==> src/rtl/dtx_pkg.sv <==
// Shared encodings for the data translation checker: fault codes,
// status bit positions and processor mode values.
package dtx_pkg;

    typedef enum logic [2:0] {
        FLT_NONE     = 3'd0,
        FLT_ALIGN    = 3'd1,
        FLT_ACV      = 3'd2,
        FLT_PAGE     = 3'd3,
        FLT_MISS_PTE = 3'd4,
        FLT_MISS_NRM = 3'd5,
        FLT_MCHK     = 3'd6,
        FLT_UNIMP    = 3'd7
    } fault_e;

    localparam int FLT_W  = 3;
    localparam int ST_W   = 6;
    localparam int ST_WR    = 0;
    localparam int ST_ACV   = 1;
    localparam int ST_FOR   = 2;
    localparam int ST_FOW   = 3;
    localparam int ST_MISS  = 4;
    localparam int ST_BADVA = 5;

    localparam int MODE_W = 2;
    localparam int NMODES = 1 << MODE_W;
    localparam logic [MODE_W-1:0] MODE_KERNEL = '0;

endpackage

==> src/rtl/dtx_mode_sel.sv <==
// Effective-mode selection.
// Privileged code runs as kernel unless it asks for the alternate mode;
// ordinary code runs in the current mode. Assumes mode values are already legal.
module dtx_mode_sel
    import dtx_pkg::*;
(
    input  logic              in_pal,
    input  logic              use_alt,
    input  logic [MODE_W-1:0] cur_mode,
    input  logic [MODE_W-1:0] alt_mode,
    output logic [MODE_W-1:0] eff_mode
);

    // pick the mode that permission checks are made against
    always_comb begin
        if (in_pal) begin
            eff_mode = use_alt ? alt_mode : MODE_KERNEL;
        end else begin
            eff_mode = cur_mode;
        end
    end

endmodule

==> src/rtl/dtx_perm_chk.sv <==
// Per-mode permission and fault-on evaluation for a lookup hit.
// Decodes the effective mode one-hot and tests it against the entry's
// read or write enable mask. Assumes enable bit n belongs to mode n.
module dtx_perm_chk
    import dtx_pkg::*;
(
    input  logic              is_write,
    input  logic [MODE_W-1:0] eff_mode,
    input  logic [NMODES-1:0] rd_en,
    input  logic [NMODES-1:0] wr_en,
    input  logic              fo_rd,
    input  logic              fo_wr,
    output logic              perm_ok,
    output logic              fo_set
);

    logic [NMODES-1:0] mode_oh;
    logic [NMODES-1:0] en_sel;

    // one decoder line per mode
    for (genvar m = 0; m < NMODES; m++) begin : g_dec
        assign mode_oh[m] = (eff_mode == MODE_W'(m));
    end

    // choose the mask for this access kind and test the mode's bit
    always_comb begin
        en_sel  = is_write ? wr_en : rd_en;
        perm_ok = |(mode_oh & en_sel);
        fo_set  = is_write ? fo_wr : fo_rd;
    end

endmodule

==> src/rtl/dtx_pa_post.sv <==
// Physical-address post stage: range check and cacheability.
// Flags any bit above the implemented width. Recognises the uncached space,
// clears its middle field, and spots the unimplemented region inside it.
module dtx_pa_post #(
    parameter int PA_W      = 64,
    parameter int IMPL_W    = 44,
    parameter int CLR_LO    = 35
) (
    input  logic [PA_W-1:0] pa_in,
    output logic            mchk,
    output logic            unimp,
    output logic            uncached,
    output logic [PA_W-1:0] pa_out
);

    localparam int UC_BIT = IMPL_W - 1;
    localparam int CLR_HI = IMPL_W - 2;

    // classify the address and build the cleaned-up form
    always_comb begin
        mchk     = |pa_in[PA_W-1:IMPL_W];
        uncached = pa_in[UC_BIT];
        unimp    = uncached && (&pa_in[CLR_HI:CLR_LO]);
        pa_out   = pa_in;
        if (uncached) begin
            pa_out[CLR_HI:CLR_LO] = '0;
        end
    end

endmodule

==> src/rtl/dtx_xlate.sv <==
// Data address translation and fault checker, top level.
// Walks the checks in fixed priority order and registers the verdict for
// one cycle. Assumes the lookup result matches the presented address in
// the same cycle, and that acc_size is a power of two.
module dtx_xlate
    import dtx_pkg::*;
#(
    parameter int VA_W       = 64,
    parameter int VA_IMPL_W  = 48,
    parameter int PA_IMPL_W  = 44,
    parameter int PAGE_SHIFT = 13,
    parameter int PPN_W      = 32,
    parameter int SIZE_W     = 4,
    parameter int SP_LO      = 41,
    parameter int SP_TAG     = 'h7E,
    parameter int SP_SEXT    = 40,
    parameter int UC_CLR_LO  = 35
) (
    input  logic              clk,
    input  logic              rst_n,
    input  logic              req_valid,
    input  logic [VA_W-1:0]   va,
    input  logic [SIZE_W-1:0] acc_size,
    input  logic              is_write,
    input  logic              phys_mode,
    input  logic              use_alt,
    input  logic              pte_walk,
    input  logic [1:0]        cur_mode,
    input  logic [1:0]        alt_mode,
    input  logic              in_pal,
    input  logic              tlb_hit,
    input  logic [PPN_W-1:0]  tlb_ppn,
    input  logic [3:0]        tlb_rd_en,
    input  logic [3:0]        tlb_wr_en,
    input  logic              tlb_fo_rd,
    input  logic              tlb_fo_wr,
    output logic              res_valid,
    output logic [VA_W-1:0]   res_pa,
    output logic              res_uncached,
    output logic [2:0]        res_fault,
    output logic [5:0]        res_status
);

    localparam int SP_W     = VA_IMPL_W - SP_LO;
    localparam int SEXT_HI  = VA_W - 1;
    localparam int SEXT_LO  = VA_IMPL_W - 1;
    localparam int HIT_W    = PPN_W + PAGE_SHIFT;
    localparam logic [VA_W-1:0] IMPL_MASK = {{(VA_W-PA_IMPL_W){1'b0}}, {PA_IMPL_W{1'b1}}};
    localparam logic [VA_W-1:0] LOW_MASK  = {{(VA_W-SP_SEXT){1'b0}}, {SP_SEXT{1'b1}}};
    localparam logic [VA_W-1:0] HIGH_FILL = IMPL_MASK & ~LOW_MASK;

    logic [MODE_W-1:0] eff_mode;
    logic              perm_ok;
    logic              fo_set;
    logic              misaligned;
    logic              va_ok;
    logic              in_sp;
    logic [VA_W-1:0]   sp_raw;
    logic [VA_W-1:0]   sp_pa;
    logic [VA_W-1:0]   hit_pa;
    logic [VA_W-1:0]   cand_pa;
    logic              post_mchk;
    logic              post_unimp;
    logic              post_uc;
    logic [VA_W-1:0]   post_pa;
    logic              run_post;
    fault_e            nxt_fault;
    logic [ST_W-1:0]   nxt_status;
    logic [VA_W-1:0]   nxt_pa;
    logic              nxt_uc;

    dtx_mode_sel u_mode (
        .in_pal   (in_pal),
        .use_alt  (use_alt),
        .cur_mode (cur_mode),
        .alt_mode (alt_mode),
        .eff_mode (eff_mode)
    );

    dtx_perm_chk u_perm (
        .is_write (is_write),
        .eff_mode (eff_mode),
        .rd_en    (tlb_rd_en),
        .wr_en    (tlb_wr_en),
        .fo_rd    (tlb_fo_rd),
        .fo_wr    (tlb_fo_wr),
        .perm_ok  (perm_ok),
        .fo_set   (fo_set)
    );

    // early address classification: alignment, shape, window membership
    always_comb begin
        misaligned = |(va[SIZE_W-1:0] & (acc_size - SIZE_W'(1)));
        va_ok      = (&va[SEXT_HI:SEXT_LO]) || !(|va[SEXT_HI:SEXT_LO]);
        in_sp      = (va[VA_IMPL_W-1:SP_LO] == SP_W'(SP_TAG));
    end

    // window mapping and hit mapping, then the candidate for the post stage
    always_comb begin
        sp_raw = va & IMPL_MASK;
        if (sp_raw[SP_SEXT]) begin
            sp_pa = sp_raw | HIGH_FILL;
        end else begin
            sp_pa = sp_raw & LOW_MASK;
        end
        hit_pa = VA_W'({tlb_ppn, va[PAGE_SHIFT-1:0]});
        if (phys_mode) begin
            cand_pa = va;
        end else if (in_sp) begin
            cand_pa = sp_pa;
        end else begin
            cand_pa = hit_pa;
        end
    end

    dtx_pa_post #(
        .PA_W   (VA_W),
        .IMPL_W (PA_IMPL_W),
        .CLR_LO (UC_CLR_LO)
    ) u_post (
        .pa_in    (cand_pa),
        .mchk     (post_mchk),
        .unimp    (post_unimp),
        .uncached (post_uc),
        .pa_out   (post_pa)
    );

    // priority chain: first failing check decides fault and status
    always_comb begin
        nxt_fault  = FLT_NONE;
        nxt_status = '0;
        nxt_pa     = '0;
        nxt_uc     = 1'b0;
        run_post   = 1'b0;
        if (misaligned) begin
            nxt_fault         = FLT_ALIGN;
            nxt_status[ST_WR] = is_write;
        end else if (phys_mode) begin
            run_post = 1'b1;
        end else if (!va_ok) begin
            nxt_fault            = FLT_PAGE;
            nxt_status[ST_WR]    = is_write;
            nxt_status[ST_ACV]   = 1'b1;
            nxt_status[ST_BADVA] = 1'b1;
        end else if (in_sp) begin
            if (cur_mode != MODE_KERNEL) begin
                nxt_fault          = FLT_ACV;
                nxt_status[ST_WR]  = is_write;
                nxt_status[ST_ACV] = 1'b1;
            end else begin
                run_post = 1'b1;
            end
        end else if (!tlb_hit) begin
            nxt_fault           = pte_walk ? FLT_MISS_PTE : FLT_MISS_NRM;
            nxt_status[ST_WR]   = is_write;
            nxt_status[ST_MISS] = 1'b1;
        end else if (!perm_ok) begin
            nxt_status[ST_ACV] = 1'b1;
            if (is_write) begin
                nxt_fault          = FLT_PAGE;
                nxt_status[ST_WR]  = 1'b1;
                nxt_status[ST_FOW] = tlb_fo_wr;
            end else begin
                nxt_fault          = FLT_ACV;
                nxt_status[ST_FOR] = tlb_fo_rd;
            end
        end else if (fo_set) begin
            nxt_fault          = FLT_PAGE;
            nxt_status[ST_WR]  = is_write;
            nxt_status[ST_FOW] = is_write;
            nxt_status[ST_FOR] = !is_write;
        end else begin
            run_post = 1'b1;
        end

        if (run_post) begin
            if (post_mchk) begin
                nxt_fault = FLT_MCHK;
            end else if (post_unimp) begin
                nxt_fault = FLT_UNIMP;
            end else begin
                nxt_pa = post_pa;
                nxt_uc = post_uc;
            end
        end
    end

    // result register: one cycle from request to verdict
    always_ff @(posedge clk) begin
        if (!rst_n) begin
            res_valid    <= 1'b0;
            res_pa       <= '0;
            res_uncached <= 1'b0;
            res_fault    <= FLT_NONE;
            res_status   <= '0;
        end else begin
            res_valid <= req_valid;
            if (req_valid) begin
                res_pa       <= nxt_pa;
                res_uncached <= nxt_uc;
                res_fault    <= nxt_fault;
                res_status   <= nxt_status;
            end
        end
    end

endmodule

==> config.mk <==
export PLATFORM = sky130hd
export DESIGN_NAME = dtx_xlate
export DESIGN_NICKNAME = d
export VERILOG_FILES = /design/src/rtl/dtx_pkg.sv /design/src/rtl/dtx_mode_sel.sv /design/src/rtl/dtx_perm_chk.sv /design/src/rtl/dtx_pa_post.sv /design/src/rtl/dtx_xlate.sv
export SDC_FILE = /design/constraint.sdc
export NUM_CORES = 1
export LEC_CHECK = 0
export BUFFER_PORTS_ARGS = -buffer_cell sky130_fd_sc_hd__buf_4
export CAP_MARGIN = 20
export CORE_MARGIN = 5
export CORE_UTILIZATION = 49
export DETAILED_ROUTE_END_ITERATION = 10
export GPL_TIMING_DRIVEN = 0
export HOLD_SLACK_MARGIN = 0.1
export MAX_ROUTING_LAYER = met4
export PLACE_DENSITY = 0.85
export SYNTH_ARGS = -nofsm -noshare
export SYNTH_HDL_FRONTEND = slang
export SYNTH_HIERARCHICAL = 1
export SYNTH_SLANG_ARGS = --single-unit
==> constraint.sdc <==
create_clock -name clk -period 5.03 [get_ports clk]
set_input_delay 0.2515 -clock clk [delete_from_list [all_inputs] [get_ports clk]]
set_output_delay 0.2515 -clock clk [all_outputs]
set_load 0.005 [all_outputs]
# Word-level counts from Yosys, hierarchy flattened
# Cells that the tools add are included.
op_classes:
  addsub: 1
  n_eq_ne: 4
  mux: 55
  reduce_logical: 12
  n_bitwise: 2
op_table:
  columns: ["op", "n"]
  rows:
  - ["64-bit two-way mux", 5]
  - ["44-bit two-way mux", 1]
  - ["3-bit two-way mux", 12]
  - ["1-bit two-way mux", 24]
  - ["20-bit OR reduction", 1]
  - ["2-bit two-way mux", 9]
  - ["17-bit AND reduction", 1]
  - ["17-bit OR reduction", 1]
  - ["4-bit AND", 2]
  - ["8-bit two-way mux", 1]
  - ["8-bit AND reduction", 1]
  - ["4-bit OR reduction", 2]
  - ["7-bit == test (second input constant)", 1]
  - ["6-bit two-way mux", 1]
  - ["5-bit two-way mux", 1]
  - ["2-bit == test (second input constant)", 2]
  - ["4-bit two-way mux", 1]
  - ["4-bit by 1-bit subtractor with 4-bit output (second input constant)", 1]
  - ["2-bit by 1-bit == test with 1-bit output (second input constant)", 1]
  - ["1-bit zero test", 2]
  - ["2-bit zero test", 1]
  - ["2-bit nonzero test", 1]
  - ["1-bit logical AND", 1]
  - ["1-bit logical OR", 1]
word_totals:
  wordCells: 79
  output_inout_bits: 75
  register_bits: 75
  inputBits: 123

# Longest topological paths before layout
logic_depth:
  ltp_word: 14
  ltp_mapped: 12
  ltp_nobuf: 10

# Modules after synthesis
# The synthesis kept the hierarchy.
modules_own_cells:
  columns: ["module", "seq_area_each_um2", "instances", "area_per_inst_um2", "cells_each"]
  rows:
  - ["dtx_xlate", 1501.4, 1, 3226.8, 303]
  - ["dtx_pa_post", 0.0, 1, 540.5, 76]
  - ["dtx_perm_chk", 0.0, 1, 75.1, 4]
  - ["dtx_mode_sel", 0.0, 1, 27.5, 6]

# Least setup slack after synthesis
# Ideal clock, no wire load.
synth_timing:
  path_type: "in2reg"
  startpoint: "input port va[42]"
  endpoint: "register res_pa[17]"
  required_ns: 4.970
  slack_ns: 2.340
  n_path_buf: 3
  cell_stages: 12
  setup_ns: 0.060
  arrival_time_ns: 2.631
  cell_sequence: "and4b_1 -> and4_1 -> nor2_1 -> buf_1 -> mux2_2 -> nand4_1 -> nor3_1 -> or2_2 -> a211oi_2 -> buf_6 -> buf_6 -> a22o_1"
synth_between:
  elab_chain_len: 8
  elab_cells_between_ends: 13
  classes_between: "1 x eq/ne; 9 x mux; 3 x reduce/logical"
synth_rtl:
  columns: ["element", "line", "text"]
  rows:
  - ["start, declared", "dtx_xlate.sv:22", "input logic [VA_W-1:0] va,"]
  - ["7-bit == test", "dtx_xlate.sv:95", "in_sp = (va[VA_IMPL_W-1:SP_LO] == SP_W'(SP_TAG));"]
  - ["64-bit two-way mux", "dtx_xlate.sv:109", "end else if (in_sp) begin"]
  - ["64-bit two-way mux", "dtx_xlate.sv:107", "if (phys_mode) begin"]
  - ["net cand_pa[36]", "dtx_xlate.sv:61", "logic [VA_W-1:0] cand_pa;"]
  - ["8-bit AND reduction", "dtx_pa_post.sv:23", "unimp = uncached && (&pa_in[CLR_HI:CLR_LO]);"]
  - ["1-bit logical AND", "dtx_pa_post.sv:23", null]
  - ["net post_unimp", "dtx_xlate.sv:63", "logic post_unimp;"]
  - ["64-bit two-way mux", "dtx_xlate.sv:179", "end else if (post_unimp) begin"]
  - ["64-bit two-way mux", "dtx_xlate.sv:177", "if (post_mchk) begin"]
  - ["64-bit two-way mux", "dtx_xlate.sv:176", "if (run_post) begin"]
  - ["end signal, assigned", "dtx_xlate.sv:199", "res_pa <= nxt_pa;"]
  - ["end, declared", "dtx_xlate.sv:38", "output logic [VA_W-1:0] res_pa,"]
# The timed path passes the listed nets, and every way through them passes these cells.
# A chain may end at the register's enable or synchronous reset.

# Worst setup path after layout
layout_timing:
  startpoint: "input port va[42]"
  endpoint: "register res_pa[26]"
# Same word-level chain as after synthesis.

==> key figures <==
Finish
  – Area grow syn2layout: 45.6%
  – Final nets: 712
  – Fillers: 590
  – Register Area: 0.00150 mm2
  – Layout cells sized above 1: 0.514
  – Area of the multi-input gates: 0.00178 mm2
  – Most common cell after layout, fill and taps aside: buf_4
  – Most frequent cells in the layout: buf_4 (244), dfxtp_1 (75), a22o_1 (67)
  – Antenna diodes: 0

Placement
  – Port bufs: 187
  – Final Wtd Congestion: 0.910
  – HPWL after detailed placement: 9260 um

STA
  – Max Slew Vio Count: 0
  – Period Utilization, post-route: 0.605
  – Finish-stage setup viols: 0
  – Worst Skew: 0 ns
  – Endpoints failing hold: 0
  – Setup_tns: 0 ns
  – RSZ-0062 raised after global routing: false
  – Min Tclk post-route: 3.04 ns
  – Fmax: 329 MHz
  – Relative slew margins: 0.572
  – Worst-margin pin slew: 0.643 ns

Synthesis
  – Area of the mapped netlist: 0.00387 mm2
  – Flops & latches, synth: 75
  – Net Count, Synth: 513
  – Syn Area/Cell: 9.95 um2
  – Cells taking the most area after synthesis: dfxtp_1 (39%), a22o_1 (15%), buf_4 (11%)
  – Fraction of registers with async set/reset: 0
  – Yosys top cell area share: 0.388
  – Post-synth top area cell: dfxtp_1
  – Netlist cell types: 43
  – Post-Syn Instances: 389
  – Post-synth EDFFs: 0
  – Most used DFF post-synth: dfxtp_1
  – Synth warn: 6
  – Post-synthesis sequential area ratio: 0.388

Clock tree
  – CTS tree: done
  – Longest Clk Path Bufs: 2
  – Root buf cell: clkbuf_8
  – CTS sink cnt: 75
  – CTS Hold Bufs: 0
  – Worst-path clk slew: 0.08 ns
  – H-Tree Depth: 3
  – CTS buffer count: 9
  – Worst skew pair latency: 0.33 ns
  – Setup Fix Bufs, Post-CTS: 0
  – Post-CTS Resized: 0

Global routing
  – Initial antenna violation count: 0
  – First-pass GRT wire length: 17900 um
  – Total GRT Usage: 0.232
  – Pin count of the biggest net entering global routing: 13
  – GR Overflow Total: 0
  – Vias in the first global route: 3808

Worst setup path
  – Slowest Stage Delay on Critical Path: 0.53 ns
  – Crit path launch type: primary input
  – Crit Path Class: in -> reg
  – Critical path capture point type: register
  – Worst path slowest cell: buf_1
  – Critical Path RT: 5.30 ns
  – WP buf/inv: 4
  – Worst Path Max Fanout: 10
  – Crit path top cell by count: buf_6
  – Worst path cell trace: buf_4 -> and4b_1 -> and4_1 -> nor2_1 -> buf_1 -> mux2_2 -> nand4_1 -> nor3_1 -> or2_2 -> a211oi_2 -> buf_6 -> buf_6 -> a22o_1
  – Crit path max-delay family: simple AND/OR/NAND/NOR gates
  – CP arrival: 3.31 ns

Floorplanning
  – Die height: 98.9 um
  – Core box area: 0.00773 mm2
  – Rows: 32
  – Initial core utilization: 0.501
  – Die width: 98.9 um
  – Die ar.: 0.00978 mm2
  – Io pins: 198

Detailed routing
  – WL final: 11500 um
  – Via count: 3681
  – Drt pass-1 iters: 4
  – Vias per inst: 5.30
  – DRC viols: 0
  – Wirelength per Cell: 16.6 um
  – Iteration-0 DRC Markers: 186
  – Post-route ant nets: 0

Job
  – Max-Cap Viols: 0

Pwr
  – Pleak: 2.68 nW
  – Pwr dens: 239 mW/mm2
  – Peak supply drop: 168 uV
  – Total power: 1.34 mW

Run status
  – Status: finished clean

Hold path
  – Type of the most critical hold path: in -> reg
-- path summary, 6_finish.rpt --
kind	to	slack (ns)	from	cells past startpoint
min reg2reg	res_status[2]$_SDFFE_PN0P_	0.46	res_status[2]$_SDFFE_PN0P_	2
max reg2reg	res_fault[0]$_SDFFE_PN0P_	4.04	res_fault[0]$_SDFFE_PN0P_	3
max	res_pa[26]$_SDFFE_PN0P_	1.99	va[42]	13
min	res_pa[5]$_SDFFE_PN0P_	0.13	va[5]	2
-- power by group --
group	internal, mW	switching, mW
combinational	0.139	0.0861
sequential	0.597	0.00212
clock	0.306	0.213
total	1.04	0.302
-- worst reg2reg max path, delay by kind of cell (launching register included) --
family,cells,cell delay (ns)
flip-flops,1,0.33
AO/OA/AOI/OAI,3,0.53
-- final cells by class --
cell class,count,share of cell area
timing repair buffer,188,0.250
multi-input combinational,227,0.316
tap,102,0.0227
clock buffer,12,0.0275
sequential,75,0.266
clock inverter,4,0.0129
inverter,7,0.00466
buffer,80,0.0999
-- cells in the mapped netlist, drive strengths merged, types with 3 or more instances --
master	instances
nand2b	4
mux2	31
mux2i	3
nand3	9
nand4	5
clkbuf	12
a21oi	4
nor4	11
dfxtp	75
nor2b	12
nand2	14
o21ai	13
or2	3
nor2	4
inv	7
and2	21
buf	68
a22o	67
-- per-layer routing --
| layer | vias to the layer above | wire [um] | part of all wire | GRT usage |
|---|---|---|---|---|
| li1 | 1782 | - | - | - |
| met1 | 1737 | 4580 | 0.40 | 0.265 |
| met2 | 141 | 5980 | 0.52 | 0.405 |
| met3 | 21 | 718 | 0.062 | 0.0418 |
| met4 | 0 | 231 | 0.020 | 0.0809 |
| met5 | - | 0 | 0 | - |
-- through the flow --
| stage | worst slack [ns] | instances | hold slack, ns | area (um2) | util |
|---|---|---|---|---|---|
| after floorplan | 2.34 | 389 | 0.374 | 3870 | - |
| after global placement | 1.71 | 678 | 0.447 | 5400 | 0.699 |
| after detailed placement | 1.65 | 678 | 0.447 | 5400 | 0.699 |
| after CTS | 1.99 | 694 | 0.125 | 5630 | 0.728 |
| after global routing | 1.83 | 695 | 0.128 | 5630 | 0.729 |
| final | 1.99 | 695 | 0.135 | 5630 | 0.729 |
-- sequential cells by signal, summed over array words and instances, names as in the netlist --
name / flops
res_pa: 64
res_status: 6
res_fault: 3
res_uncached: 1
res_valid: 1
-- kinds of logic (layout without fill, tap and decap cells) --
logic type      Yosys count  after routing  share of synthesized area
xor+xnor                  2              2                    0.00453
buf+inv                  87            291                      0.152
fa+ha+maj                 1              1                    0.00323
compound gates           97             97                      0.204
simple gates             91             91                      0.136
flops                    75             75                      0.388
mux                      36             36                      0.112
No activity file was read; power rests on OpenSTA's default activity.
